### config.mk
export PLATFORM = sky130hd
export DESIGN_NAME = bac_top
export DESIGN_NICKNAME = d
export VERILOG_FILES = /design/src/rtl/bac_pkg.sv /design/src/rtl/bac_decode.sv /design/src/rtl/bac_next.sv /design/src/rtl/bac_top.sv
export SDC_FILE = /design/constraint.sdc
export NUM_CORES = 1
export LEC_CHECK = 0
export BUFFER_PORTS_ARGS = -buffer_cell sky130_fd_sc_hd__clkbuf_2
export CORE_MARGIN = 5
export CORE_UTILIZATION = 52
export CTS_CLUSTER_DIAMETER = 150
export DETAILED_ROUTE_END_ITERATION = 12
export PLACE_DENSITY = 0.83
export SLEW_MARGIN = 20
export SYNTH_ARGS = -nofsm -noshare
export SYNTH_HDL_FRONTEND = slang
export SYNTH_SLANG_ARGS = --single-unit
### constraint.sdc
create_clock -name clk -period 2.7 [get_ports clk]
set_clock_uncertainty 0.2 [all_clocks]
set_input_delay 0.54 -clock clk [delete_from_list [all_inputs] [get_ports clk]]
set_output_delay 0.54 -clock clk [all_outputs]
set_load 0.1 [all_outputs]
### src/rtl/bac_pkg.sv
package bac_pkg;

    typedef enum logic [1:0] {
        OP_HOLD  = 2'd0,
        OP_STEP  = 2'd1,
        OP_LOAD  = 2'd2,
        OP_CLEAR = 2'd3
    } bac_op_e;

    typedef struct packed {
        logic clr;
        logic stb;
        logic adv;
    } bac_ctl_s;

    // Rank the asserted controls: clear, then load, then step.
    function automatic bac_op_e pick_op(input bac_ctl_s c);
        if (c.clr)      return OP_CLEAR;
        else if (c.stb) return OP_LOAD;
        else if (c.adv) return OP_STEP;
        else            return OP_HOLD;
    endfunction

endpackage

### src/rtl/bac_decode.sv
module bac_decode
    import bac_pkg::*;
(
    input  logic    clr_n,
    input  logic    stb_n,
    input  logic    adv_n,
    output bac_op_e op
);
    bac_ctl_s ctl;

    always_comb begin
        ctl.clr = ~clr_n;
        ctl.stb = ~stb_n;
        ctl.adv = ~adv_n;
        op      = pick_op(ctl);
    end
endmodule

### src/rtl/bac_next.sv
module bac_next
    import bac_pkg::*;
#(
    parameter int AW = 16
) (
    input  bac_op_e       op,
    input  logic [AW-1:0] cur,
    input  logic [AW-1:0] ext,
    output logic [AW-1:0] nxt
);
    localparam logic [AW-1:0] ONE = AW'(1);

    always_comb begin
        unique case (op)
            OP_CLEAR: nxt = '0;
            OP_LOAD:  nxt = ext;
            OP_STEP:  nxt = cur + ONE;
            default:  nxt = cur;
        endcase
    end
endmodule

### src/rtl/bac_top.sv
module bac_top
    import bac_pkg::*;
#(
    parameter int AW = 16
) (
    input  logic          clk,
    input  logic          rst,
    input  logic [AW-1:0] ext_addr,
    input  logic          stb_n,
    input  logic          adv_n,
    input  logic          clr_n,
    output logic [AW-1:0] acc_addr
);
    bac_op_e       op;
    logic [AW-1:0] addr_q;
    logic [AW-1:0] addr_d;

    bac_decode u_dec (
        .clr_n (clr_n),
        .stb_n (stb_n),
        .adv_n (adv_n),
        .op    (op)
    );

    bac_next #(.AW(AW)) u_nxt (
        .op  (op),
        .cur (addr_q),
        .ext (ext_addr),
        .nxt (addr_d)
    );

    always_ff @(posedge clk) begin
        if (rst) addr_q <= '0;
        else     addr_q <= addr_d;
    end

    assign acc_addr = addr_q;
endmodule

==> results.sh <==
export IMPL_die_w_microns=54.4
export IMPL_core_sq_um=1920
export IMPL_vdd_drop_max_mv=0.321
export IMPL_port_buffer_count=36
export IMPL_seq_area_frac_synth=0.312
export IMPL_crit_type="flop to output pin"
export IMPL_clk_latency_ps=300
export IMPL_largest_reg_flops=16
export IMPL_firstDrtPassIters=4
export IMPL_antenna_found_initial=0
export IMPL_io_pins=37
export IMPL_power_density_nw_per_um2=419
export IMPL_grt_pass1_vias=992
export IMPL_die_area_sq_um=2960
export IMPL_synthesis_area_sq_um=1030
export IMPL_gr_usage_met2=0.355
export IMPL_combPwrFrac=0.247
export IMPL_p_switching_uw=184
export IMPL_synth_cell_type_count=30
export IMPL_grt_setup_unrepaired="false"
export IMPL_synth_ff_type="dfxtp_1"
export IMPL_grt_max_degree=35
export IMPL_drt_first_iter_violations=32
export IMPL_critical_path_arrival_ps=1310
export IMPL_synth_top_family_by_area="simple AND/OR/NAND/NOR gates"
export IMPL_grt_use_met1=0.245
export IMPL_setup_tns_ps=0
export IMPL_finalHoldViolCount=0
export IMPL_hold_class="primary input to flop"
export IMPL_mostFrequentLayoutCells="clkbuf_2 (36), dfxtp_1 (16), nor2_1 (12)"
export IMPL_status="complete, no violations"
export IMPL_ctsResizeCount=0
export IMPL_vias=1016
export IMPL_areaGrowthSynthToFinish_pct=19.5
export IMPL_netlist_top_cell_by_area="dfxtp_1"
export IMPL_synthAdderAreaFrac=0.0122
export IMPL_cts_tree="done"
export IMPL_avgSynthCellArea_sq_um=8.41
export IMPL_final_period_utilization=0.761
export IMPL_numCtsBuffers=3
export IMPL_drt_wirelength_per_cell_microns=14.7
export IMPL_n_antenna_cell=0
export IMPL_synth_xor_area_frac=0.0683
export IMPL_grt_overflow_total=0
export IMPL_dp_hpwl_microns=1930
export IMPL_antenna_left=0
export IMPL_p_clk_frac=0.255
export IMPL_fin_crit_ps=2050
export IMPL_crit_slowest_cell="clkbuf_2"
export IMPL_synth_nets=144
export IMPL_seqPwrFrac=0.498
export IMPL_syn_inst=122
export IMPL_worstPathCellList="clkbuf_2"
export IMPL_synth_simple_area_share=0.326
export IMPL_cts_setup_buffers=0
export IMPL_vias_per_cell=5.68
export IMPL_htreeDepth=1
export IMPL_grt_pass1_wl_microns=4490
export IMPL_cts_root_buffer="clkbuf_4"
export IMPL_sw_frac_of_total=0.359
export IMPL_clk_pin_slew_worst_paths_ps=100
export IMPL_utilization=0.638
export IMPL_cp_start_kind="flop"
export IMPL_fp_row_count=16
export IMPL_p_int_uw=329
export IMPL_synth_top_area_frac=0.312
export IMPL_place_gp_congestion=0.762
export IMPL_cts_hold_buf=0
export IMPL_cpPeakStageDelay_ps=520
export IMPL_cts_num_sinks=16
export IMPL_synthArstFlopShare=0
export IMPL_ys_warn_count=0
export IMPL_max_slew_margin=0.548
export IMPL_drc_errors=0
export IMPL_drt_wl_total_microns=2640
export IMPL_p_leak_uw=0.000424
export IMPL_slew_violations=0
export IMPL_num_nets_final=176
export IMPL_synth_compound_area_share=0.190
export IMPL_clockBufferDepth=2
export IMPL_cp_top_family="buffers and inverters"
export IMPL_final_layout_size_suffix_gt1_frac=0.309
export IMPL_endpoint_kind="output pin"
export IMPL_final_common_cell="clkbuf_2"
export IMPL_worstPathRequired_ps=1960
export IMPL_die_h_microns=54.4
export IMPL_use_met3=0.0354
export IMPL_synth_mux_area_frac=0.0488
export IMPL_setup_viol=0
export IMPL_grt_usage=0.208
export IMPL_fmax_mhz=487
export IMPL_synth_area_top_cells="dfxtp_1 (31%), xnor2_1 (6.8%), a211oi_1 (6.6%), nand3b_1 (5.9%), mux2i_1 (4.9%)"
export IMPL_start_util=0.534
export IMPL_critPathMaxFanout=9
export IMPL_ys_seq_elements=16
export IMPL_critPathBufInv=1
export IMPL_grt_busiest_layer="met2"
export IMPL_max_cap_violations=0
export IMPL_worst_slew_pin_slew_ps=678
export IMPL_synth_edf_count=0
==> stage by stage <==
stage          std cells  setup slack (ps)  hold slack, ps  power, uW  cell area, sq um
4_1_cts              179               649             270        514              1230
6_report             179               646             268        514              1230
5_1_grt              179               559             275        535              1230
3_5_place_dp         176               660             394        388              1200
3_3_place_gp         176               730             360        384              1200
2_1_floorplan        122               229             479        357              1030
==> path summary, 6_finish.rpt <==
path,startpoint,to,slack [ps],depth (start not counted)
worst max-delay path,acc_addr[2]$_SDFFE_PP0P_,acc_addr[2],650,1
worst min-delay path,ext_addr[10],acc_addr[10]$_SDFFE_PP0P_,270,3
worst max register to register,acc_addr[0]$_SDFFE_PP0P_,acc_addr[8]$_SDFFE_PP0P_,740,5
worst min register to register,acc_addr[15]$_SDFFE_PP0P_,acc_addr[15]$_SDFFE_PP0P_,410,2
==> area by class of cell <==
class / instances / area (sq um)
fill: 199 / 696
multi-input combinational: 95 / 662
sequential: 16 / 320
timing repair buffer: 36 / 180
tap: 27 / 33.8
clock buffer: 3 / 22.5
inverter: 2 / 7.51
==> Yosys cell counts, types with 2 or more instances <==
master	number
a21oi_1	3
nand2_1	8
a211oi_1	9
dfxtp_1	16
a211oi_2	2
mux2i_1	5
nor2_1	12
nand3_1	2
inv_1	2
buf_2	2
xnor2_1	8
nor4_2	4
o211ai_1	2
nand4_1	3
a311oi_1	2
nand3b_1	8
nor3_1	4
nand2b_1	7
o21ai_0	6
clkbuf_1	7
==> layer usage <==
metal / wire length, microns / share of wire / up-vias
met1: 1100 / 0.42 / 482
met5: 0 / 0 / -
met4: 65 / 0.025 / 0
met3: 119 / 0.045 / 6
met2: 1350 / 0.51 / 21
li1: - / - / 507
==> cell families (layout without fill, tap and decap cells) <==
logic type               after synthesis  count (layout)
multiplexers                           5               5
buffers and inverters                 11              41
adder cells (fa/ha/maj)                1               1
AO/OA/AOI/OAI                         27              27
XOR/XNOR                               8               8
flip-flops                            16              16
AND/OR/NAND/NOR                       54              54
==> power by group through the flow <==
stage	sequential, uW	clock, uW	combinational, uW
after floorplan	314	0	42.9
after global placement	260	0	124
after detailed placement	261	0	127
after CTS	255	132	127
after global routing	257	141	136
final	256	131	127
No activity file was read; power rests on OpenSTA's default activity.
